`src/rtl/hzd_pkg.sv`:
```
package hzd_pkg;
  typedef enum logic [2:0] {
    OPC_ALU   = 3'd0,
    OPC_ALUI  = 3'd1,
    OPC_LOAD  = 3'd2,
    OPC_STORE = 3'd3,
    OPC_BRZ   = 3'd4,
    OPC_JUMP  = 3'd5,
    OPC_LINK  = 3'd6,
    OPC_NOP   = 3'd7
  } opc_t;

  typedef enum logic [1:0] {
    SRC_RF  = 2'd0,
    SRC_EX  = 2'd1,
    SRC_MEM = 2'd2,
    SRC_WB  = 2'd3
  } src_t;

  // later stages scanned: execute, memory, writeback (youngest first)
  localparam int unsigned N_LATER = 3;
  localparam int unsigned SEL_W   = $clog2(N_LATER + 1);

  function automatic logic opc_writes(opc_t op);
    return (op == OPC_ALU) || (op == OPC_ALUI) || (op == OPC_LOAD) || (op == OPC_LINK);
  endfunction
endpackage

```
`src/rtl/hzd_producer.sv`:
```
module hzd_producer
  import hzd_pkg::*;
#(
  parameter int unsigned REG_W      = 5,
  parameter int unsigned STG        = 0,
  parameter bit          LINK_FWD_E = 1'b1
) (
  input  logic [2:0]       opc,
  input  logic [REG_W-1:0] dst,
  input  logic             wen,
  output logic             live,
  output logic             ready
);
  opc_t op;
  logic early;

  assign op   = opc_t'(opc);
  assign live = wen && (dst != '0) && opc_writes(op);

  generate
    if (STG == 0) begin : g_ex
      if (LINK_FWD_E) begin : g_link_fwd
        assign early = (op == OPC_ALU) || (op == OPC_ALUI) || (op == OPC_LINK);
      end else begin : g_link_stall
        assign early = (op == OPC_ALU) || (op == OPC_ALUI);
      end
    end else begin : g_late
      assign early = 1'b1;
    end
  endgenerate

  assign ready = live && early;
endmodule

```
`src/rtl/hzd_operand_sel.sv`:
```
module hzd_operand_sel
  import hzd_pkg::*;
#(
  parameter int unsigned REG_W = 5
) (
  input  logic [REG_W-1:0]         src,
  input  logic                     rd_en,
  input  logic [N_LATER-1:0]       live,
  input  logic [N_LATER-1:0]       ready,
  input  logic [N_LATER*REG_W-1:0] dst_flat,
  output logic [SEL_W-1:0]         sel,
  output logic                     block
);
  logic [N_LATER-1:0] hit;

  generate
    for (genvar g = 0; g < N_LATER; g++) begin : g_cmp
      assign hit[g] = rd_en && (src != '0) && live[g] &&
                      (dst_flat[g*REG_W +: REG_W] == src);
    end
  endgenerate

  always_comb begin
    logic found;
    found = 1'b0;
    sel   = '0;
    block = 1'b0;
    for (int k = 0; k < N_LATER; k++) begin
      if (!found && hit[k]) begin
        found = 1'b1;
        if (ready[k]) sel = SEL_W'(k + 1);
        else          block = 1'b1;
      end
    end
  end
endmodule

```
`src/rtl/hzd_bypass_ctrl.sv`:
```
module hzd_bypass_ctrl
  import hzd_pkg::*;
#(
  parameter int unsigned REG_W      = 5,
  parameter bit          LINK_FWD_E = 1'b1
) (
  input  logic [REG_W-1:0] dec_rs,
  input  logic [REG_W-1:0] dec_rt,
  input  logic             dec_rs_en,
  input  logic             dec_rt_en,
  input  logic [2:0]       ex_opc,
  input  logic [REG_W-1:0] ex_dst,
  input  logic             ex_wen,
  input  logic [2:0]       mem_opc,
  input  logic [REG_W-1:0] mem_dst,
  input  logic             mem_wen,
  input  logic [2:0]       wb_opc,
  input  logic [REG_W-1:0] wb_dst,
  input  logic             wb_wen,
  output logic [1:0]       sel_a,
  output logic [1:0]       sel_b,
  output logic             stall
);
  logic [2:0]               opc_v [N_LATER];
  logic [REG_W-1:0]         dst_v [N_LATER];
  logic [N_LATER-1:0]       wen_v;
  logic [N_LATER-1:0]       live, ready;
  logic [N_LATER*REG_W-1:0] dst_flat;
  logic                     block_a, block_b;

  assign opc_v[0] = ex_opc;  assign dst_v[0] = ex_dst;  assign wen_v[0] = ex_wen;
  assign opc_v[1] = mem_opc; assign dst_v[1] = mem_dst; assign wen_v[1] = mem_wen;
  assign opc_v[2] = wb_opc;  assign dst_v[2] = wb_dst;  assign wen_v[2] = wb_wen;

  generate
    for (genvar s = 0; s < N_LATER; s++) begin : g_stage
      hzd_producer #(.REG_W(REG_W), .STG(s), .LINK_FWD_E(LINK_FWD_E)) u_prod (
        .opc   (opc_v[s]),
        .dst   (dst_v[s]),
        .wen   (wen_v[s]),
        .live  (live[s]),
        .ready (ready[s])
      );
      assign dst_flat[s*REG_W +: REG_W] = dst_v[s];
    end
  endgenerate

  hzd_operand_sel #(.REG_W(REG_W)) u_sel_a (
    .src (dec_rs), .rd_en (dec_rs_en), .live (live), .ready (ready),
    .dst_flat (dst_flat), .sel (sel_a), .block (block_a)
  );

  hzd_operand_sel #(.REG_W(REG_W)) u_sel_b (
    .src (dec_rt), .rd_en (dec_rt_en), .live (live), .ready (ready),
    .dst_flat (dst_flat), .sel (sel_b), .block (block_b)
  );

  assign stall = block_a || block_b;
endmodule

```
`config.mk`:
```
export PLATFORM = sky130hd
export DESIGN_NAME = hzd_bypass_ctrl
export DESIGN_NICKNAME = d
export VERILOG_FILES = /design/src/rtl/hzd_pkg.sv /design/src/rtl/hzd_producer.sv /design/src/rtl/hzd_operand_sel.sv /design/src/rtl/hzd_bypass_ctrl.sv
export SDC_FILE = /design/constraint.sdc
export NUM_CORES = 1
export LEC_CHECK = 0
export ABC_AREA = 1
export BUFFER_PORTS_ARGS = -buffer_cell sky130_fd_sc_hd__clkbuf_2
export CORE_MARGIN = 2
export CORE_UTILIZATION = 50
export DETAILED_ROUTE_END_ITERATION = 16
export PLACE_DENSITY = 0.83
export SYNTH_ARGS = -nofsm -noshare
export SYNTH_HDL_FRONTEND = slang
export SYNTH_HIERARCHICAL = 1
export SYNTH_SLANG_ARGS = --single-unit
export TNS_END_PERCENT = 50
```
`constraint.sdc`:
```
create_clock -name vclk -period 1.7
set_clock_uncertainty 0.05 [all_clocks]
set_input_delay 0.17 -clock vclk [all_inputs]
set_output_delay 0.17 -clock vclk [all_outputs]
set_load 0.02 [all_outputs]
```
Word level (Yosys, flattened, before mapping)
Index checks and enable logic that the tools add are counted.

Register bits: 0. Latch bits: 0. RAM bits: 0. Memory bits (read-only): 0. Word-level logic and storage cells: 89. Memories: 0.

Add/sub/neg operators: 0. Multipliers: 0. Divide/modulo/power cells: 0. $lt $le $gt $ge: 0. Eq/ne operators: 15. Shift operators: 0. Multiplexer cells: 26. Bitwise operators: 0. Reduce and logical (&&, ||, !) cells: 48.

Operators with widths (count): $eq 5x5->1 (6); $logic_and 1x1->1 (25); $reduce_bool 5->1 (5); $mux 2 (9); $mux 1 (17); $logic_or 1x1->1 (11); $eq 3x1->1 const B (3); $eq 3x2->1 const B (3); $eq 3x3->1 const B (3); $logic_not 3->1 (3); $logic_not 1->1 (4).

Depth between registers and ports, before layout
Gate-level depths: netlist (run 1).

Depth after elaboration: 15. Depth in mapped cells: 15.

Cells and area by module
The synthesis (run 1) kept the hierarchy.

By module, submodules not included: hzd_operand_sel (instances 2, cells each 91, area an instance 379.1 um^2, seq. area each 0.0 um^2); hzd_producer at g_stage[1].u_prod ... (instances 2, cells each 13, area an instance 53.8 um^2, seq. area each 0.0 um^2); hzd_producer at g_stage[0].u_prod (instances 1, cells each 14, area an instance 56.3 um^2, seq. area each 0.0 um^2); hzd_bypass_ctrl (instances 1, cells each 3, area an instance 11.3 um^2, seq. area each 0.0 um^2).

Worst setup path after synthesis (run 1)
No wires, ideal clock.

Path kind: input to output. Start: input ex_opc[1]. End: output stall. Data arrival time: 1191 ps. Data required time: 1480 ps. Slack: 289 ps. Cell stages on the path: 14. Buffers on the path: 0. Cell sequence: nand2_1 nand2_1 nor2_1 nand2_1 inv_1 o21ai_0 nor2_1 nand3b_1 nor2_2 nand2_1 nand2_1 nand2_1 inv_1 nand2_1.

Cells in the longest elaborated chain, start to end: 15. Elaborated cells on any way between the ends: 38. Those cells by class: 3 x eq/ne; 15 x mux; 20 x reduce/logical.

Ends and longest elaborated chain: from (decl) (line hzd_bypass_ctrl.sv:11) `input logic [2:0] ex_opc,`; $eq 3x1->1 / $logic_not 3->1 (equally long branches) (line hzd_pkg.sv:25) `return (op == OPC_ALU) || (op == OPC_ALUI) || (op == OPC_LOAD) || (op == OPC_LINK);`; $logic_or 1x1->1 (2 in a row) (line hzd_pkg.sv:25); $logic_or 1x1->1 * (line hzd_pkg.sv:25); $logic_and 1x1->1 * (line hzd_producer.sv:18) `assign live = wen && (dst != '0) && opc_writes(op);`; named net live[0] (line hzd_bypass_ctrl.sv:27) `logic [N_LATER-1:0] live, ready;`; $logic_and 1x1->1 (2 in a row) (line hzd_operand_sel.sv:18) `assign hit[g] = rd_en && (src != '0) && live[g] &&`; $mux 1 (line hzd_operand_sel.sv:29) `if (!found && hit[k]) begin`; $logic_not 1->1 (line hzd_operand_sel.sv:29); $logic_and 1x1->1 (line hzd_operand_sel.sv:29); $mux 1 (line hzd_operand_sel.sv:29); $logic_not 1->1 (line hzd_operand_sel.sv:29); $logic_and 1x1->1 (line hzd_operand_sel.sv:29); $mux 1 * (line hzd_operand_sel.sv:29); named net block_a (line hzd_bypass_ctrl.sv:29) `logic block_a, block_b;`; $logic_or 1x1->1 * (line hzd_bypass_ctrl.sv:58) `assign stall = block_a || block_b;`; to (decl) (line hzd_bypass_ctrl.sv:22) `output logic stall`.

Mark *: on every way through the listed nets, which the timed path passes. The rest lies on a longest branch.

Final worst setup path (run 1)
Start: input ex_dst[4]. End: output stall.

Cells in the longest elaborated chain, start to end: 13. Elaborated cells on any way between the ends: 34. Those cells by class: 2 x eq/ne; 15 x mux; 17 x reduce/logical.

Ends and longest elaborated chain: from (decl) (line hzd_bypass_ctrl.sv:12) `input logic [REG_W-1:0] ex_dst,`; $reduce_bool 5->1 * (line hzd_producer.sv:18); $logic_and 1x1->1 * (2 in a row) (line hzd_producer.sv:18); named net live[0] (line hzd_bypass_ctrl.sv:27); $logic_and 1x1->1 (2 in a row) (line hzd_operand_sel.sv:18); $mux 1 (line hzd_operand_sel.sv:29); $logic_not 1->1 (line hzd_operand_sel.sv:29); $logic_and 1x1->1 (line hzd_operand_sel.sv:29); $mux 1 (line hzd_operand_sel.sv:29); $logic_not 1->1 (line hzd_operand_sel.sv:29); $logic_and 1x1->1 (line hzd_operand_sel.sv:29); $mux 1 * (line hzd_operand_sel.sv:29); named net block_a (line hzd_bypass_ctrl.sv:29); $logic_or 1x1->1 * (line hzd_bypass_ctrl.sv:58).

Marked as above.

==> key figures, run 1 <==
Global route
  • Initial antenna violation count: 0
  • Grt ovf: 0
  • GRT Resource Usage Total: 0.276
  • First-pass GRT wire length: 4.61 mm
  • Vias in the first global route: 1130
  • Largest net degree at the start of global routing: 7

Power and ir drop
  • PD cells: ~200 mW/mm2
  • Leakage: about 0.93 nW
  • Max rail drop VDD: 146 uV

Setup path
  • Critical path class: in2out
  • CP max FO: 5
  • Arrival time at the worst endpoint: 1600 ps
  • CP Data Required Time: 1480 ps
  • Worst setup EP type: output pin
  • Critical Path Source Type: input port

Timing
  • Setup violators final: 5
  • Max Freq: 550 MHz
  • Slew of the pin with the lowest slew margin: around 210 ps
  • WHS: between 700 and 800 ps
  • Crit path time final: approximately 1800 ps
  • Slew HR: 0.857
  • Unrepaired setup endpoints after global routing: true
  • Min setup slack post-route: -119 ps
  • Hold Violations, Final: 0
  • Pins Over Slew Limit: 0
  • Final period utilization: 1.07

Final layout
  • Antenna cells: 0
  • Clock buffer count: 0
  • Share of layout cells above drive strength 1: 0.322
  • Non-Filler Instances: 311
  • Nets: 327
  • FF+latch count: 0
  • Sequential Area: 0 um2
  • Final core occ: 0.791
  • Area delta synth->final: 48.0%

Synthesis
  • Share of the synthesized area in the top cell type: 0.402
  • Synth cell types: 12
  • Sequential share of the synthesized area: 0
  • Mean Syn Cell Area: 4.15 um2
  • Syn. warnings: 6
  • Synth Net Count: around 260
  • Synth Instances: about 230
  • Synth area leader: nand2_1
  • Top cells by area in the synthesized netlist: nand2_1 (40%), inv_1 (18%), nor2_1 (13%), nor2_2 (6.0%), nand3_1 (5.9%)
  • Mapped Area: just over 900 um2

Die
  • Die Ht: between 40 and 50 um
  • Top Ports: 44
  • Starting density of the core: 0.535
  • Die width: between 40 and 50 um
  • Row cnt: 15
  • Core footprint: 0.00175 mm2
  • Die area: 0.00223 mm2

Route
  • Initial DRC count: 77
  • DRT antenna net count: 0
  • DRC Markers: 0
  • Drt via density: ~4.5
  • Drt wl/cell: 9.84 um
  • Initial DRT Pass Iterations: 4
  • Total number of vias: 1405
  • WL final: 3.06 mm

Min path
  • Hold Crit Depth: 6
  • Hold Path Class: in2out

Placed design
  • GPL Wtd Cong: 0.898
  • Dpl hpwl: 2.22 mm
  • # port buffers: 44
  • # placed instances: 303
  • Setup slack at placement: -17.1 ps

Run status
  • Violated checks: negative setup slack
  • Status: complete, but fails checks

CTS
  • Hold-fix buffers at CTS: 0

Flow run
  • Max-cap violations: 0
-- worst max-delay path: stages --
cell      delay, ps
clkbuf_2        130
nor2_1           70
nand3_1          90
nand2_1         100
inv_2            70
o21ai_1          50
nor2_1          140
nand3b_1        140
nor2_2          170
nand2_1         100
nand2_1          80
nand2_1          50
inv_1            40
nand2_1          50
clkbuf_8        150
-- cell families after synthesis --
logic type | Yosys count | synth area share
buffers and inverters | 56 | 0.233
XOR/XNOR | 4 | 0.0375
AND/OR/NAND/NOR | 159 | 0.697
AO/OA/AOI/OAI | 6 | 0.0322
-- path summary, 6_finish.rpt --
check      start  endpoint  slack, ps
max    ex_dst[4]     stall       -120
min    dec_rt_en  sel_b[0]        780
-- through the flow --
| step | power [mW] | area (um2) | TNS, ps |
|---|---|---|---|
| after floorplan | 0.137 | 933 | 0 |
| after global placement | 0.246 | 1250 | 0 |
| after detailed placement | 0.249 | 1250 | -17.1 |
| after CTS | 0.261 | 1320 | 0 |
| after global routing | 0.317 | 1380 | -862 |
| final | 0.282 | 1380 | -241 |
-- cells in the final DEF (no fill, tap or decap) --
cell / Yosys / layout
xnor2_1: 4 / 4
nand3b_1: 2 / 2
nor2_1: 33 / 27
buf_4: 2 / 20
buf_6: 0 / 4
nand2_4: 0 / 1
clkbuf_2: 0 / 38
clkbuf_8: 0 / 1
o21ai_1: 2 / 4
nand4_1: 4 / 4
nor2_2: 9 / 15
nand2_1: 100 / 97
nand3_2: 0 / 1
o21ai_0: 4 / 2
inv_1: 46 / 44
nand2_2: 0 / 2
inv_2: 8 / 10
nand3_1: 11 / 10
-- per-layer routing --
layer,vias up,share of wire,global-route usage
met1,580,0.41,0.362
met4,0,0.0039,0.0111
met5,-,0,0
li1,770,-,-
met3,2,0.059,0
met2,53,0.52,0.529
-- cell usage after synthesis (all sizes together) --
cell type and n:
o21ai 6, nand2 100, buf 2, nand3b 2
inv 54, nand3 11, nor2 42, xnor2 4
nand4 4
-- timing repair --
item / CTS / global route
pin swaps: 7 / 19
buffers inserted: 7 / 1
endpoints found under the setup margin: 1 / 5
resized for setup: 4 / 25
hold endpoints to repair: 0 / 0
-- report_power, final --
part           switching, mW  internal [mW]  total, mW  leakage, nW
clock network              0              0          0            0
logic                  0.159          0.123      0.282        0.929
registers                  0              0          0            0
-- layout make-up --
class	count	area, um2
fillers	167	364
inverters	54	203
multi-input cells	169	748
well taps	25	31.3
repair buffers	63	399
No activity file was read; power rests on OpenSTA's default activity.
==> run 2: changes to the inputs <==
--- a/config.mk
+++ b/config.mk
@@ -15,4 +15,4 @@
 export SYNTH_HDL_FRONTEND = slang
 export SYNTH_HIERARCHICAL = 1
 export SYNTH_SLANG_ARGS = --single-unit
-export TNS_END_PERCENT = 50
+export TNS_END_PERCENT = 100
==> constraint.sdc (replaced) <==
create_clock -name vclk -period 2
set_clock_uncertainty 0.05 [all_clocks]
set_input_delay 0.2 -clock vclk [all_inputs]
set_output_delay 0.2 -clock vclk [all_outputs]
set_load 0.02 [all_outputs]
==> key figures, run 2 (synthesis gave the netlist of run 1 again) <==
Placed design
  • # port buffers: 44 (unchanged)
  • GPL Wtd Cong: 0.908 (was 0.898)
  • Setup slack at placement: 187 ps (was -17.1 ps)
  • # placed instances: 294 (was 303)
  • Dpl hpwl: 2.22 mm (about the same)

Route
  • DRT antenna net count: 0 (unchanged)
  • Drt wl/cell: 8.54 um (was 9.84 um)
  • Total number of vias: 1324 (was 1405)
  • Initial DRT Pass Iterations: 4 (unchanged)
  • DRC Markers: 0 (unchanged)
  • WL final: 2.51 mm (was 3.06 mm)
  • Drt via density: 4.50 (was 4.52)
  • Initial DRC count: 38 (was 77)

Die
  • Starting density of the core: 0.535 (unchanged)
  • Die area: 0.00223 mm2 (unchanged)
  • Top Ports: 44 (unchanged)
  • Core footprint: 0.00175 mm2 (unchanged)
  • Die Ht: 47.2 um (unchanged)
  • Row cnt: 15 (unchanged)
  • Die width: 47.2 um (unchanged)

Final layout
  • Nets: 310 (was 327)
  • Commonest non-fill, non-tap cell in the layout: nand2_1 (unchanged)
  • Share of layout cells above drive strength 1: 0.242 (was 0.322)
  • Most frequent cells in the layout: nand2_1 (100), inv_1 (46), clkbuf_2 (44) (was nand2_1 (97), inv_1 (44), clkbuf_2 (38))
  • Area delta synth->final: 27.5% (was 48.0%)
  • Non-Filler Instances: 294 (was 311)
  • Clock buffer count: 0 (unchanged)
  • Final core occ: 0.682 (was 0.791)
  • FF+latch count: 0 (unchanged)
  • Antenna cells: 0 (unchanged)
  • Sequential Area: 0 um2 (unchanged)

Global route
  • Vias in the first global route: 1026 (was 1130)
  • Grt ovf: 0 (unchanged)
  • GRT Resource Usage Total: 0.240 (was 0.276)
  • Initial antenna violation count: 0 (unchanged)
  • Largest net degree at the start of global routing: 7 (unchanged)
  • First-pass GRT wire length: 4.00 mm (was 4.61 mm)

Setup path
  • Largest delay share family, worst path: simple AND/OR/NAND/NOR gates (unchanged)
  • CP dominant cell by count: nand2_1 (unchanged)
  • Critical Path Source Type: input port (unchanged)
  • Worst path bufs/invs: 4 (unchanged)
  • CP Data Required Time: 1750 ps (was 1480 ps)
  • CP Cell Sequence: clkbuf_2, inv_1, nand2_1, nand3_1, nor2_2, nand2_1, nor2_2, nand2_1, nor2_1, nand3_1, nor2_1, nand2_1, nand2_1, inv_1, nand2_1, clkbuf_2 (was clkbuf_2, nor2_1, nand3_1, nand2_1, inv_2, o21ai_1, nor2_1, nand3b_1, nor2_2, nand2_1, nand2_1, nand2_1, inv_1, nand2_1, clkbuf_8)
  • Arrival time at the worst endpoint: 1520 ps (was 1600 ps)
  • Crit path from: wb_opc[1] (was ex_dst[4])
  • Critical path class: in2out (unchanged)
  • Max stage delay cell, worst path: clkbuf_2 (was nor2_2)
  • CP max FO: 3 (was 5)
  • Worst setup EP type: output pin (unchanged)
  • Critical Path Max Stage Delay: 160 ps (was 170 ps)

Power and ir drop
  • Leakage: 0.840 nW (was 0.929 nW)
  • Int Pwr: 80.9 uW (was 123 uW)
  • Combinational power share: 1.000 (about the same)
  • Net Sw Power: 121 uW (was 159 uW)
  • Clock share of power: 0 (about the same)
  • PD cells: 170 mW/mm2 (was 204 mW/mm2)
  • Max rail drop VDD: 119 uV (was 146 uV)
  • Sequential Power Share: 0 (about the same)
  • Switching share of total power: 0.600 (was 0.563)

Flow run
  • Max-cap violations: 0 (unchanged)

Timing
  • Hold Violations, Final: 0 (unchanged)
  • Final period utilization: 0.886
  • Pins Over Slew Limit: 0 (unchanged)
  • WHS: 824 ps (was 776 ps)
  • Slew HR: 0.872 (was 0.857)
  • Max Freq: 564 MHz
  • Min setup slack post-route: 228 ps (was -119 ps)
  • Crit path time final: 1770 ps
  • Setup violators final: 0 (was 5)
  • Slew of the pin with the lowest slew margin: 192 ps (was 214 ps)

Min path
  • Hold Path Class: in2out (unchanged)
  • Hold Startpoint: dec_rs_en (was dec_rt_en)

Run status
  • Status: completed (was complete, but fails checks)
run 2: cell count changes in the layout (fill, tap and decap cells not counted), moves of 2 or more:
| cell | change |
|---|---|
| clkbuf_2 | +6 |
| nor2_2 | -4 |
| nand2_1 | +3 |
| inv_2 | -2 |
| inv_1 | +2 |
| buf_4 | -18 |
| buf_6 | -4 |
| nor2_1 | +4 |
| o21ai_0 | +2 |
| nand2_2 | -2 |
| o21ai_1 | -2 |
run 2: worst paths after layout:
check | end | slack (ps) | cells after the start
worst max-delay path | stall | 230 | 16
worst min-delay path | sel_a[0] | 820 | 6
run 2: routing by layer:
layer / global-route usage / part of all wire
met5: 0 / 0
met4: 0.0111 / 0
met1: 0.312 / 0.45
met3: 0.00769 / 0.052
met2: 0.458 / 0.50
run 2: what timing repair did:
item | 4_1_cts | 5_1_grt
hold buffers | 0 | 0
hold endpoints to repair | 0 | 0
endpoints found under the setup margin | 0 | 3
buffers inserted | 0 | 0
resized for setup | 0 | 2
run 2: per-stage QoR:
stage	setup TNS, ps	area [um2]	total power [mW]
2_1_floorplan	0	933	0.117
3_3_place_gp	0	1180	0.197
3_5_place_dp	0	1180	0.199
4_1_cts	0	1180	0.200
5_1_grt	-20.1	1190	0.230
6_report	0	1190	0.202
run 2: area by class of cell:
class / count / area (um2)
well taps: 25 / 31.3
multi-input cells: 169 / 721
repair buffers: 46 / 235
inverters: 54 / 203
fillers: 197 / 556
run 2: power groups by stage:
| stage | Sequential [mW] | Combinational [mW] | Clock (mW) |
|---|---|---|---|
| global placement | 0 | 0.197 | 0 |
| global route | 0 | 0.230 | 0 |
| finish | 0 | 0.202 | 0 |
| detailed placement | 0 | 0.199 | 0 |
| floorplan | 0 | 0.117 | 0 |
| CTS | 0 | 0.200 | 0 |
==> run 3: changes to the inputs <==
==> constraint.sdc (replaced) <==
create_clock -name vclk -period 2
set_clock_uncertainty 0.05 [all_clocks]
set_input_delay 0.2 -clock vclk [all_inputs]
set_output_delay 0.2 -clock vclk [all_outputs]
set_load 0.005 [all_outputs]
==> key figures, run 3 (synthesis gave the netlist of run 1 again) <==
Route
  • Drt via density: 4.42 (was 4.50)
  • Total number of vias: 1299 (was 1324)
  • Initial DRC count: 29 (was 38)
  • Met1 WL: 1.15 mm (was 1.14 mm)
  • Drt wl/cell: 8.30 um (was 8.54 um)
  • Highest routed layer: met4 (was met3)
  • WL final: 2.44 mm (was 2.51 mm)
  • DRT antenna net count: 0 (unchanged)
  • Met3 Wirelength: 95 um (was 130 um)
  • Initial DRT Pass Iterations: 4 (unchanged)
  • Routed wl met2: 1.15 mm (was 1.25 mm)
  • DRC Markers: 0 (unchanged)

Timing
  • Pins Over Slew Limit: 0 (unchanged)
  • Unrepaired setup endpoints after global routing: false
  • Final TNS setup: 0 ps (unchanged)
  • Crit path time final: 1740 ps (was 1770 ps)
  • WHS: 781 ps (was 824 ps)
  • Slew of the pin with the lowest slew margin: 206 ps (was 192 ps)
  • Final period utilization: 0.872 (was 0.886)
  • Hold Violations, Final: 0 (unchanged)
  • Slew HR: 0.862 (was 0.872)
  • Max Freq: 573 MHz (was 564 MHz)
  • Min setup slack post-route: 256 ps (was 228 ps)
  • Setup violators final: 0 (unchanged)

Global route
  • GRT Resource Usage Total: 0.246 (was 0.240)
  • Grt ovf: 0 (unchanged)
  • Largest net degree at the start of global routing: 7 (unchanged)
  • Initial antenna violation count: 0 (unchanged)
  • Vias in the first global route: 1052 (was 1026)
  • First-pass GRT wire length: 4.08 mm (was 4.00 mm)

Die
  • Top Ports: 44 (unchanged)
  • Starting density of the core: 0.535 (unchanged)
  • Die area: 0.00223 mm2 (unchanged)
  • Die width: 47.2 um (unchanged)
  • Core footprint: 0.00175 mm2 (unchanged)
  • Die Ht: 47.2 um (unchanged)
  • Row cnt: 15 (unchanged)

Setup path
  • Critical Path Source Type: input port (unchanged)
  • Critical path class: in2out (unchanged)
  • CP Data Required Time: 1750 ps (about the same)
  • CP max FO: 5 (was 3)
  • Worst setup EP type: output pin (unchanged)
  • Arrival time at the worst endpoint: 1490 ps (was 1520 ps)

CTS
  • Setup Buffers After CTS: 0 (unchanged)

Run status
  • Status: completed (unchanged)

Power and ir drop
  • Pwr Total: 199 uW (was 202 uW)
  • Leakage: 0.840 nW (about the same)
  • Max rail drop VDD: 115 uV (was 119 uV)
  • PD cells: 168 mW/mm2 (was 170 mW/mm2)

Flow run
  • Max-cap violations: 0 (unchanged)

Final layout
  • Multi-input logic area: 718 um2 (was 721 um2)
  • FF+latch count: 0 (unchanged)
  • Area delta synth->final: 27.2% (was 27.5%)
  • Final core occ: 0.680 (was 0.682)
  • Commonest non-fill, non-tap cell in the layout: nand2_1 (unchanged)
  • Share of layout cells above drive strength 1: 0.238 (was 0.242)
  • Nets: 310 (unchanged)
  • Fillers: 217 (was 197)
  • Antenna cells: 0 (unchanged)
  • Clock buffer count: 0 (unchanged)
  • Sequential Area: 0 um2 (unchanged)
  • Most frequent cells in the layout: nand2_1 (100), inv_1 (46), clkbuf_2 (44) (unchanged)

Placed design
  • Dpl hpwl: 2.21 mm (was 2.22 mm)
  • Setup slack at placement: 207 ps (was 187 ps)
  • # port buffers: 44 (unchanged)
  • GPL Wtd Cong: 0.896 (was 0.908)

Min path
  • Hold Path Class: in2out (unchanged)
  • Hold Crit Depth: 6 (unchanged)
==> run 3: power by group <==
| part | leakage [nW] | switching, mW | internal [mW] | total, mW |
|---|---|---|---|---|
| registers | 0 | 0 | 0 | 0 |
| clock network | 0 | 0 | 0 | 0 |
| logic | 0.840 | 0.118 | 0.0806 | 0.199 |
==> run 3: path summary, 6_finish.rpt <==
check             startpoint        to  slack (ps)
hold / removal     dec_rs_en  sel_a[0]         780
setup / recovery   wb_dst[3]     stall         260
==> run 3: through the flow <==
step	instances	area (um2)
4_1_cts	294	1180
6_report	294	1190
5_1_grt	294	1190
3_5_place_dp	294	1180
3_3_place_gp	294	1180
2_1_floorplan	225	933
==> run 3: layout make-up <==
cell class	count	area share
Inverter	54	0.171
Multi-Input combinational cell	169	0.605
Tap cell	25	0.0263
Timing Repair Buffer	46	0.198
==> run 3: layer usage <==
layer  global-route usage  vias up
met4               0.0389        0
li1                     -      738
met3                    0        6
met2                0.477       40
met5                    0        -
met1                0.306      515
==> run 3: repair_timing <==
| action | 4_1_cts | 5_1_grt |
|---|---|---|
| gates resized for setup | 0 | 1 |
| endpoints found under the setup margin | 0 | 1 |
| hold buffers | 0 | 0 |
==> run 3: critical path: stages <==
cell,delay (ps)
clkbuf_2,130
nor2_1,50
nand2_1,50
nor2_1,40
nor2_2,120
nand2_1,90
nor2_2,100
nand2_1,50
nor2_1,150
nand3_1,90
nor2_1,130
nand2_1,70
nand2_1,50
inv_1,30
nand2_1,50
clkbuf_2,100
